### config.mk
export PLATFORM = sky130hd
export DESIGN_NAME = flash_cmd_decoder
export DESIGN_NICKNAME = d
export VERILOG_FILES = /design/src/rtl/fcd_pkg.sv /design/src/rtl/fcd_bus_sampler.sv /design/src/rtl/fcd_sector_guard.sv /design/src/rtl/fcd_id_mux.sv /design/src/rtl/flash_cmd_decoder.sv
export SDC_FILE = /design/constraint.sdc
export NUM_CORES = 1
export LEC_CHECK = 0
export CAP_MARGIN = 20
export CORE_MARGIN = 4
export CORE_UTILIZATION = 40
export DETAILED_ROUTE_END_ITERATION = 6
export GPL_TIMING_DRIVEN = 0
export HOLD_SLACK_MARGIN = 0.03
export PLACE_DENSITY = 0.75
export SLEW_MARGIN = 20
export SYNTH_ARGS = -nofsm -noshare
export SYNTH_HDL_FRONTEND = slang
export SYNTH_HIERARCHICAL = 1
export SYNTH_SLANG_ARGS = --single-unit
### constraint.sdc
create_clock -name clk -period 2.6 [get_ports clk]
set_input_delay 0.52 -clock clk [delete_from_list [all_inputs] [get_ports clk]]
set_output_delay 0.52 -clock clk [all_outputs]
set_load 0.02 [all_outputs]
### src/rtl/fcd_pkg.sv
`timescale 1ns/1ps
package fcd_pkg;

    typedef enum logic [3:0] {
        S_READ,
        S_UNL1,
        S_UNL2,
        S_PROG_DATA,
        S_ERS1,
        S_ERS2,
        S_ERS3,
        S_ID,
        S_BYP,
        S_BYP_PROG,
        S_BYP_ERS,
        S_BYP_EXIT
    } fcd_state_e;

    typedef enum logic [2:0] {
        K_NONE,
        K_PROG,
        K_SERASE,
        K_CERASE,
        K_SUSP,
        K_RESUME,
        K_REJECT
    } fcd_kind_e;

    localparam logic [7:0] CMD_KEY1    = 8'hAA;
    localparam logic [7:0] CMD_KEY2    = 8'h55;
    localparam logic [7:0] CMD_PROG    = 8'hA0;
    localparam logic [7:0] CMD_ERASE   = 8'h80;
    localparam logic [7:0] CMD_IDENT   = 8'h90;
    localparam logic [7:0] CMD_BYPASS  = 8'h20;
    localparam logic [7:0] CMD_SECTOR  = 8'h30;
    localparam logic [7:0] CMD_CHIP    = 8'h10;
    localparam logic [7:0] CMD_SUSPEND = 8'hB0;
    localparam logic [7:0] CMD_ABORT   = 8'hF0;
    localparam logic [7:0] CMD_LEAVE   = 8'h00;

    localparam logic [10:0] ADDR_KEY1 = 11'h555;
    localparam logic [10:0] ADDR_KEY2 = 11'h2AA;

endpackage

### src/rtl/fcd_bus_sampler.sv
`timescale 1ns/1ps
module fcd_bus_sampler (
    input  logic clk,
    input  logic rst_n,
    input  logic ce_n,
    input  logic we_n,
    input  logic oe_n,
    output logic wr_stb
);
    logic wr_act;
    logic act_d, act_q;

    assign wr_act = !ce_n && !we_n && oe_n;

    always_comb begin
        act_d = wr_act;
    end

    always_ff @(posedge clk or negedge rst_n) begin
        if (!rst_n) act_q <= 1'b0;
        else        act_q <= act_d;
    end

    assign wr_stb = wr_act && !act_q;

    // one strobe per held write
    p_single_strobe_r1: assert property (@(posedge clk) disable iff (!rst_n)
        wr_stb |=> !wr_stb);

endmodule

### src/rtl/fcd_sector_guard.sv
`timescale 1ns/1ps
module fcd_sector_guard #(
    parameter int SB        = 3,
    parameter int PROT_SECT = 2
) (
    input  logic          wp_n,
    input  logic [SB-1:0] sector,
    output logic          sect_prot,
    output logic          any_prot
);
    localparam logic [SB:0] PLIM = (SB+1)'(PROT_SECT);

    assign sect_prot = !wp_n && ({1'b0, sector} < PLIM);
    assign any_prot  = !wp_n && (PLIM != '0);
endmodule

### src/rtl/fcd_id_mux.sv
`timescale 1ns/1ps
module fcd_id_mux #(
    parameter int              DW       = 16,
    parameter logic [DW-1:0]   MFR_CODE = 16'h0001,
    parameter logic [DW-1:0]   DEV_CODE = 16'h2A7E
) (
    input  logic          id_mode,
    input  logic [1:0]    sel,
    input  logic          sect_prot,
    input  logic [DW-1:0] array_rd,
    output logic [DW-1:0] rd_data
);
    always_comb begin
        if (!id_mode) begin
            rd_data = array_rd;
        end else begin
            unique case (sel)
                2'd0:    rd_data = MFR_CODE;
                2'd1:    rd_data = DEV_CODE;
                2'd2:    rd_data = DW'(sect_prot);
                default: rd_data = '0;
            endcase
        end
    end
endmodule

### src/rtl/flash_cmd_decoder.sv
`timescale 1ns/1ps
module flash_cmd_decoder
    import fcd_pkg::*;
#(
    parameter int            AW        = 12,
    parameter int            DW        = 16,
    parameter int            SB        = 3,
    parameter int            PROT_SECT = 2,
    parameter logic [DW-1:0] MFR_CODE  = 16'h0001,
    parameter logic [DW-1:0] DEV_CODE  = 16'h2A7E
) (
    input  logic          clk,
    input  logic          rst_n,
    input  logic          bus_ce_n,
    input  logic          bus_we_n,
    input  logic          bus_oe_n,
    input  logic [AW-1:0] bus_addr_i,
    input  logic [DW-1:0] bus_data_i,
    input  logic          accel_i,
    input  logic          wp_n_i,
    input  logic          array_busy_i,
    input  logic [DW-1:0] array_rd_i,
    output logic          req_prog_o,
    output logic          req_serase_o,
    output logic          req_cerase_o,
    output logic          req_susp_o,
    output logic          req_resume_o,
    output logic          req_reject_o,
    output logic [AW-1:0] req_addr_o,
    output logic [DW-1:0] req_data_o,
    output logic          bypass_o,
    output logic          idmode_o,
    output logic [DW-1:0] rd_data_o
);
    localparam logic [SB:0] PLIM = (SB+1)'(PROT_SECT);

    typedef struct packed {
        fcd_state_e    st;
        logic          susp;
        fcd_kind_e     kind;
        logic [AW-1:0] addr;
        logic [DW-1:0] data;
    } regs_t;

    regs_t d, q;

    logic       wr_stb;
    logic       sect_prot;
    logic       any_prot;
    logic [7:0] cmd;
    logic       at_key1, at_key2;
    logic       in_byp;

    fcd_bus_sampler i_sampler (
        .clk    (clk),
        .rst_n  (rst_n),
        .ce_n   (bus_ce_n),
        .we_n   (bus_we_n),
        .oe_n   (bus_oe_n),
        .wr_stb (wr_stb)
    );

    fcd_sector_guard #(.SB(SB), .PROT_SECT(PROT_SECT)) i_guard (
        .wp_n      (wp_n_i),
        .sector    (bus_addr_i[AW-1 -: SB]),
        .sect_prot (sect_prot),
        .any_prot  (any_prot)
    );

    fcd_id_mux #(.DW(DW), .MFR_CODE(MFR_CODE), .DEV_CODE(DEV_CODE)) i_idmux (
        .id_mode   (q.st == S_ID),
        .sel       (bus_addr_i[1:0]),
        .sect_prot (sect_prot),
        .array_rd  (array_rd_i),
        .rd_data   (rd_data_o)
    );

    assign cmd     = bus_data_i[7:0];
    assign at_key1 = (bus_addr_i[10:0] == ADDR_KEY1);
    assign at_key2 = (bus_addr_i[10:0] == ADDR_KEY2);
    assign in_byp  = (q.st == S_BYP) || (q.st == S_BYP_PROG) ||
                     (q.st == S_BYP_ERS) || (q.st == S_BYP_EXIT);

    function automatic fcd_kind_e gate(input fcd_kind_e k, input logic blocked);
        return blocked ? K_REJECT : k;
    endfunction

    always_comb begin
        d      = q;
        d.kind = K_NONE;
        if (q.st == S_READ && accel_i) d.st = S_BYP;

        if (wr_stb) begin
            d.addr = bus_addr_i;
            d.data = bus_data_i;
            if (array_busy_i) begin
                if (cmd == CMD_SUSPEND && !q.susp) begin
                    d.kind = K_SUSP;
                    d.susp = 1'b1;
                end
            end else if (cmd == CMD_ABORT && q.st != S_PROG_DATA && q.st != S_BYP_PROG) begin
                d.st = in_byp ? S_BYP : S_READ;
            end else begin
                unique case (q.st)
                    S_READ: begin
                        if (cmd == CMD_KEY1 && at_key1) begin
                            d.st = S_UNL1;
                        end else if (cmd == CMD_SECTOR && q.susp) begin
                            d.kind = K_RESUME;
                            d.susp = 1'b0;
                        end
                    end
                    S_UNL1: d.st = (cmd == CMD_KEY2 && at_key2) ? S_UNL2 : S_READ;
                    S_UNL2: begin
                        d.st = S_READ;
                        if (at_key1) begin
                            unique case (cmd)
                                CMD_PROG:   d.st = S_PROG_DATA;
                                CMD_ERASE:  d.st = S_ERS1;
                                CMD_IDENT:  d.st = S_ID;
                                CMD_BYPASS: d.st = S_BYP;
                                default:    d.st = S_READ;
                            endcase
                        end
                    end
                    S_PROG_DATA: begin
                        d.kind = gate(K_PROG, sect_prot);
                        d.st   = S_READ;
                    end
                    S_ERS1: d.st = (cmd == CMD_KEY1 && at_key1) ? S_ERS2 : S_READ;
                    S_ERS2: d.st = (cmd == CMD_KEY2 && at_key2) ? S_ERS3 : S_READ;
                    S_ERS3: begin
                        d.st = S_READ;
                        if (cmd == CMD_SECTOR)               d.kind = gate(K_SERASE, sect_prot);
                        else if (cmd == CMD_CHIP && at_key1) d.kind = gate(K_CERASE, any_prot);
                    end
                    S_ID: d.st = S_ID;
                    S_BYP: begin
                        if (cmd == CMD_PROG)       d.st = S_BYP_PROG;
                        else if (cmd == CMD_ERASE) d.st = S_BYP_ERS;
                        else if (cmd == CMD_IDENT) d.st = S_BYP_EXIT;
                        else if (cmd == CMD_SECTOR && q.susp) begin
                            d.kind = K_RESUME;
                            d.susp = 1'b0;
                        end
                    end
                    S_BYP_PROG: begin
                        d.kind = gate(K_PROG, sect_prot);
                        d.st   = S_BYP;
                    end
                    S_BYP_ERS: begin
                        d.st = S_BYP;
                        if (cmd == CMD_SECTOR)               d.kind = gate(K_SERASE, sect_prot);
                        else if (cmd == CMD_CHIP && at_key1) d.kind = gate(K_CERASE, any_prot);
                    end
                    S_BYP_EXIT: d.st = (cmd == CMD_LEAVE) ? S_READ : S_BYP;
                    default: d.st = S_READ;
                endcase
            end
        end
    end

    always_ff @(posedge clk or negedge rst_n) begin
        if (!rst_n) begin
            q.st   <= S_READ;
            q.susp <= 1'b0;
            q.kind <= K_NONE;
            q.addr <= '0;
            q.data <= '0;
        end else begin
            q <= d;
        end
    end

    assign req_prog_o   = (q.kind == K_PROG);
    assign req_serase_o = (q.kind == K_SERASE);
    assign req_cerase_o = (q.kind == K_CERASE);
    assign req_susp_o   = (q.kind == K_SUSP);
    assign req_resume_o = (q.kind == K_RESUME);
    assign req_reject_o = (q.kind == K_REJECT);
    assign req_addr_o   = q.addr;
    assign req_data_o   = q.data;
    assign bypass_o     = in_byp;
    assign idmode_o     = (q.st == S_ID);

    // no array work is requested from a busy controller
    p_busy_blocks_r10: assert property (@(posedge clk) disable iff (!rst_n)
        (req_prog_o || req_serase_o || req_cerase_o) |-> !$past(array_busy_i));

    // a protected sector is never sent to the array
    p_prot_kept_r8: assert property (@(posedge clk) disable iff (!rst_n)
        (req_prog_o || req_serase_o) |->
            !(!$past(wp_n_i) && ({1'b0, req_addr_o[AW-1 -: SB]} < PLIM)));

    // chip erase only with protection released
    p_chip_prot_r8: assert property (@(posedge clk) disable iff (!rst_n)
        req_cerase_o |-> ($past(wp_n_i) || (PLIM == '0)));

    // resume only follows a suspend
    p_resume_after_susp_r11: assert property (@(posedge clk) disable iff (!rst_n)
        req_resume_o |-> $past(q.susp));

    // request pulses last one cycle
    p_prog_pulse_r13: assert property (@(posedge clk) disable iff (!rst_n)
        req_prog_o |=> !req_prog_o);

    // accelerate leaves read-array state
    p_accel_bypass_r7: assert property (@(posedge clk) disable iff (!rst_n)
        (accel_i && $past(accel_i) && q.st == S_READ && !wr_stb) |=> bypass_o);

endmodule

==> flow_metrics.env, run 1 <==
export IMPL_n_fill_cell=528
export IMPL_reg2regPathDepth=4
export IMPL_r2r_start="i_sampler/act_q$_DFF_PN0_"
export IMPL_async_reset_ff_share_pct=100.0
export IMPL_grt_pass1_wl_mm=11.39
export IMPL_synthCells=249
export IMPL_dp_cells=428
export IMPL_grt_max_degree=28
export IMPL_startpoint="q[35]$_DFF_PN0_"
export IMPL_post_route_drc_count=0
export IMPL_grt_usage_pct=19.23
export IMPL_critPathArrivalTime_ps=1980
export IMPL_yosysTopAreaCell="dfrtp_1"
export IMPL_switchingPower_w=0.0005750
export IMPL_path_class="register to output port"
export IMPL_placed_cell_area_um2=3667
export IMPL_setup_violations=0
export IMPL_grt_ovfl_total=0
export IMPL_vdd_drop_max_mv=0.3767
export IMPL_status="complete, no violations"
export IMPL_synth_edf_count=0
export IMPL_antenna_found_initial=0
export IMPL_critPathCaptureType="output port"
export IMPL_place_hpwl_mm=5.607
export IMPL_slew_viol_final=0
export IMPL_cp_max_fo=10
export IMPL_r2r_slack_ps=430
export IMPL_synth_seq_cells=37
export IMPL_insertion_delay_ps=290
export IMPL_rsz0062_at_grt="true"
export IMPL_p_sw_share_pct=29.90
export IMPL_die_area_um2=7655
export IMPL_comb_power_share_pct=38.8
export IMPL_vias_per_cell=5.218
export IMPL_leakagePower_nw=1.586
export IMPL_clk_pin_slew_ps=80
export IMPL_start_util_pct=41.94
export IMPL_p_int_w=0.001348
export IMPL_syn_nets=301
export IMPL_cts_made_buffers=5
export IMPL_required_ps=2080
export IMPL_die_w_um=87.49
export IMPL_yosysWarnings=6
export IMPL_wirelength_mm=7.184
export IMPL_drt_initial_drc_count=174
export IMPL_worst_pin_slew_ps=743.3
export IMPL_netlist_top_cells_area="dfrtp_1 37%, mux2_2 12%, buf_4 8.3%"
export IMPL_syn_area_per_cell_um2=10.15
export IMPL_synthesis_area_um2=2527
export IMPL_cts_buffer_depth=2
export IMPL_ctsRootBufferMaster="clkbuf_8"
export IMPL_ys_flop_type="dfrtp_1"
export IMPL_worst_slack_ps=100.7
export IMPL_cp_endpoint="rd_data_o[15]"
export IMPL_cts_max_level=2
export IMPL_insertedDiodeCount=0
export IMPL_drt_pass1_iter_count=4
export IMPL_design_area_um2=3781
export IMPL_die_height_um=87.49
export IMPL_stdcell_count=440
export IMPL_p_clk_share_pct=24.0
export IMPL_synth_seq_area_share_pct=36.63
export IMPL_post_place_ws_ps=-470.8
export IMPL_max_freq_ghz=0.4001
export IMPL_synth_top_area_share_pct=36.63
export IMPL_powerDensity_nw_per_um2=508.6
export IMPL_hold_violations=0
export IMPL_maxSlewHeadroom_pct=49.75
export IMPL_drive_above_1_share_pct=28.77
export IMPL_r2r_end="req_data_o[9]$_DFFE_PN0P_"
export IMPL_core_area_um2=6026
export IMPL_tritoncts="done"
export IMPL_grt_pass1_vias=2360
export IMPL_cts_sinks=37
export IMPL_min_period_ps=2499
export IMPL_ant_nets=0
export IMPL_period_share_pct=96.13
export IMPL_cp_slowest_cell="dfrtp_1"
export IMPL_wl_per_cell_um=16.33
export IMPL_seqPwrFrac_pct=37.2
export IMPL_crit_chain="buf_2, nand3b_1, nor2_4, buf_12, and2b_2, dlygate4sd2_1"
export IMPL_hold_path_class="input port to async pin"
export IMPL_gp_congestion=0.9209
export IMPL_syn2layout_area_growth_pct=49.60
export IMPL_clock_skew_ps=3.414
export IMPL_io_pin_count=104
export IMPL_ys_types=61
export IMPL_vias=2296
export IMPL_io_buffer_count=103
export IMPL_setup_tns_ps=0
export IMPL_final_nets=416
export IMPL_startpoint_type="register"
export IMPL_slowest_delay_ps=420
export IMPL_fp_row_count=28
export IMPL_maxCapViolCount=0
## registers in the layout (all words and copies together), names as in the netlist
signal	cells
i_sampler/act_q	1
req_addr_o	12
req_data_o	16
q	8
## worst min-delay path by stage
stage          slack, ps                         end  cells after the start                       start
2_1_floorplan        220   i_sampler/act_q$_DFF_PN0_                      0                       rst_n
3_3_place_gp         490  req_data_o[15]$_DFFE_PN0P_                      1  req_data_o[15]$_DFFE_PN0P_
3_5_place_dp         430   req_addr_o[4]$_DFFE_PN0P_                      1                       rst_n
4_1_cts              100   req_addr_o[9]$_DFFE_PN0P_                      1                       rst_n
5_1_grt              100   req_addr_o[9]$_DFFE_PN0P_                      1                       rst_n
6_report             100   req_addr_o[4]$_DFFE_PN0P_                      1                       rst_n
## synthesized netlist by cell type (3+ instances only)
cell type	instances
buf_4	28
nor3b_1	5
and3b_1	3
a31oi_1	3
and2_1	3
o21ai_0	11
nor4_1	3
nand2_1	12
a21oi_1	6
nor2_1	6
clkbuf_1	3
inv_1	17
buf_2	4
nor2b_1	4
nand2b_1	7
and3_1	3
and2b_2	6
mux2_2	28
nand3_1	3
dfrtp_1	37
## power groups by stage
stage | combinational (W) | sequential (W) | clock, W
after global placement | 0.000750 | 0.000721 | 0
after detailed placement | 0.000760 | 0.000727 | 0
after CTS | 0.000759 | 0.000716 | 0.000476
final | 0.000747 | 0.000716 | 0.000461
after floorplan | 0.000417 | 0.000712 | 0
after global routing | 0.000799 | 0.000729 | 0.000503
## per-layer routing
layer  global-route usage [%]  share of wire, %
met3                    6.244               8.2
met4                    6.276               1.4
met1                    23.66                41
met5                        0                 0
met2                    31.71                50
## what timing repair did
action,CTS,global route
cloned,0,0
buffers inserted,3,1
hold buffers,0,0
resized for setup,31,26
setup endpoints to repair,26,27
pin swaps,1,1
## cells by family after synthesis
logic type,Yosys count,synth area share (%)
XOR/XNOR,2,0.9903
buffers and inverters,55,12.82
adder cells (fa/ha/maj),1,0.3961
AND/OR/NAND/NOR,79,21.93
multiplexers,29,13.07
flip-flops,37,36.63
AO/OA/AOI/OAI,46,14.16
## final cells by class
cell class	count	area (µm²)	area share (%)
Buffer	38	261.5	6.916
Clock buffer	7	96.34	2.548
Clock inverter	1	8.758	0.2316
Inverter	17	63.81	1.688
Multi-Input combinational cell	157	1294	34.22
Sequential cell	37	925.9	24.49
Tap cell	75	93.84	2.482
Timing Repair Buffer	108	1037	27.43
## through the flow
| stage | power [W] | hold WS, ps | utilization [%] |
|---|---|---|---|
| after floorplan | 0.001130 | 224.4 | - |
| after global placement | 0.001471 | 490.2 | 60.61 |
| after detailed placement | 0.001487 | 426.2 | 60.86 |
| after CTS | 0.001951 | 101.2 | 63.19 |
| after global routing | 0.002031 | 97.08 | 62.75 |
| final | 0.001923 | 103.3 | 62.75 |
## cells in the final DEF (no fill, tap or decap), types with 4 or more instances in the layout
master / instances
clkdlybuf4s50_1: 85
clkbuf_8: 7
nor3b_1: 5
buf_2: 9
nand2b_1: 7
clkbuf_2: 5
nor2_1: 5
inv_1: 17
nor2b_1: 4
nand2_1: 12
and2b_2: 6
dfrtp_1: 37
mux2_2: 28
dlygate4sd2_1: 7
o21ai_0: 10
a21oi_1: 6
buf_4: 32
## worst max-delay path: cells and delay by family (launching register included)
family	cells	cell delay (ps)
DFF	1	420
buffers and inverters	3	660
and+or+nand+nor	3	610
No activity file was read; power rests on OpenSTA's default activity.
==> inputs of run 2 (changes only) <==
Settings changed: CAP_MARGIN 20 to default.
==> results of run 2 <==
The final DEF is identical to that of run 1; final timing and power are the same.
==> inputs of run 3 (changes only) <==
Settings changed: PLACE_DENSITY 0.75 to 0.72.
==> run 3 against run 2 <==
- clock power is 15% higher
- critical endpoint is now rd_data_o[14]
- worst setup slack worse by 39 ps
- combinational power is 0.7% higher
- die area stayed put
- maximum frequency is 1.5% lower
- final cell count stayed put
==> flow_metrics.env, run 3 (same netlist as run 1, synthesis figures left out) <==
export IMPL_largest_register_ff_count=16
export IMPL_insertion_delay_ps=290
export IMPL_grt_pass1_vias=2382
export IMPL_io_buffer_count=103
export IMPL_leakagePower_nw=1.592
export IMPL_maxCapViolCount=0
export IMPL_period_share_pct=97.62
export IMPL_cp_max_fo=10
export IMPL_n_fill_cell=524
export IMPL_place_hpwl_mm=5.741
export IMPL_p_clk_share_pct=26.6
export IMPL_r2r_start="i_sampler/act_q$_DFF_PN0_"
export IMPL_cts_made_buffers=5
export IMPL_fp_row_count=28
export IMPL_critPathCaptureType="output port"
export IMPL_critPathArrivalTime_ps=2020
export IMPL_design_area_um2=3807
export IMPL_grt_max_degree=22
export IMPL_die_w_um=87.49
export IMPL_layout_common_cells="85 x clkdlybuf4s50_1, 37 x dfrtp_1, 32 x buf_4"
export IMPL_placed_cell_area_um2=3675
export IMPL_vias_per_cell=5.207
export IMPL_max_freq_ghz=0.3940
export IMPL_vdd_drop_max_mv=0.4697
export IMPL_grt_busiest_layer="met2"
export IMPL_setup_tns_ps=0
export IMPL_cp_endpoint="rd_data_o[14]"
export IMPL_setup_violations=0
export IMPL_wl_per_cell_um=16.15
export IMPL_core_area_um2=6026
export IMPL_required_ps=2080
export IMPL_seqPwrFrac_pct=35.8
export IMPL_grt_usage_pct=18.81
export IMPL_wirelength_mm=7.105
export IMPL_grt_met1_usage_pct=23.01
export IMPL_utilization_pct=63.19
export IMPL_gp_congestion=0.9254
export IMPL_r2r_slack_ps=470
export IMPL_reg2regPathDepth=4
export IMPL_min_period_ps=2538
export IMPL_post_route_drc_count=0
export IMPL_rsz0062_at_grt="false"
export IMPL_whs_ps=164.1
export IMPL_final_common_cell="clkdlybuf4s50_1"
export IMPL_use_met3_pct=7.190
export IMPL_status="complete, no violations"
export IMPL_maxSlewHeadroom_pct=47.42
export IMPL_drt_initial_drc_count=195
export IMPL_switchingPower_w=0.0005828
export IMPL_ctsRootBufferMaster="clkbuf_8"
export IMPL_grt_ovfl_total=0
export IMPL_p_sw_share_pct=29.15
export IMPL_clock_skew_ps=10.19
export IMPL_startpoint_type="register"
export IMPL_worst_pin_slew_ps=777.7
export IMPL_startpoint="q[35]$_DFF_PN0_"
export IMPL_clk_pin_slew_ps=80
export IMPL_p_int_w=0.001417
export IMPL_antenna_found_initial=0
export IMPL_drt_pass1_iter_count=4
export IMPL_io_pin_count=104
export IMPL_r2r_end="req_addr_o[0]$_DFFE_PN0P_"
export IMPL_cts_buffer_depth=2
export IMPL_grt_pass1_wl_mm=11.34
export IMPL_hold_violations=0
export IMPL_tritoncts="done"
export IMPL_drive_above_1_share_pct=28.77
export IMPL_hold_path_class="input port to async pin"
export IMPL_final_nets=416
export IMPL_insertedDiodeCount=0
export IMPL_grt_use_met2_pct=31.10
export IMPL_die_height_um=87.49
export IMPL_cts_max_level=2
export IMPL_slew_viol_final=0
export IMPL_ant_nets=0
export IMPL_comb_power_share_pct=37.6
export IMPL_vias=2291
export IMPL_cts_sinks=37
export IMPL_powerDensity_nw_per_um2=525.1
export IMPL_start_util_pct=41.94
export IMPL_path_class="register to output port"
export IMPL_die_area_um2=7655
export IMPL_syn2layout_area_growth_pct=50.64
-- run 3: cell type report --
| class | count | area (µm²) | share of cell area (%) |
|---|---|---|---|
| Inverter | 17 | 63.81 | 1.676 |
| Multi-Input combinational cell | 157 | 1294 | 33.98 |
| Clock inverter | 2 | 37.54 | 0.9859 |
| Buffer | 38 | 266.5 | 7.000 |
| Tap cell | 75 | 93.84 | 2.465 |
| Clock buffer | 6 | 82.58 | 2.169 |
| Sequential cell | 37 | 925.9 | 24.32 |
| Timing Repair Buffer | 108 | 1044 | 27.41 |
-- run 3: metrics by stage --
stage               instances  worst slack [ps]  power [W]
floorplan                 249             207.3   0.001130
detailed placement        428            -442.5   0.001494
global route              440             12.38   0.002096
CTS                       438             15.89   0.002024
finish                    440             61.91   0.001999
global placement          427            -444.3   0.001472
-- run 3: worst max-delay path: stages (launching register included) --
cell and delay [ps]:
dfrtp_1 430, buf_4 190, nand3b_1 240, nor2_4 200, buf_12 140, and2b_2 200
dlygate4sd2_1 320
-- run 3: worst min path at each step --
stage / startpoint / to
after global routing: rst_n / req_data_o[9]$_DFFE_PN0P_
final: rst_n / req_data_o[1]$_DFFE_PN0P_
after global placement: req_data_o[10]$_DFFE_PN0P_ / req_data_o[10]$_DFFE_PN0P_
after detailed placement: rst_n / req_data_o[9]$_DFFE_PN0P_
after CTS: rst_n / req_data_o[1]$_DFFE_PN0P_
after floorplan: rst_n / i_sampler/act_q$_DFF_PN0_
-- run 3: routing by layer --
metal / vias to the layer above / share of wire (%)
met3: 10 / 9.0
li1: 1099 / -
met2: 99 / 49
met4: 0 / 1.4
met1: 1083 / 40
met5: - / 0
-- run 3: what timing repair did --
item,4_1_cts,5_1_grt
pin swaps,1,1
gates resized for setup,20,32
endpoints found under the setup margin,26,26
setup buffers,2,2
hold buffers,0,0
-- run 3: power by group through the flow --
stage	sequential, W	combinational [W]	clock, W
floorplan	0.000712	0.000417	0
global placement	0.000721	0.000750	0
detailed placement	0.000727	0.000767	0
CTS	0.000717	0.000762	0.000545
global route	0.000730	0.000804	0.000563
finish	0.000716	0.000752	0.000532
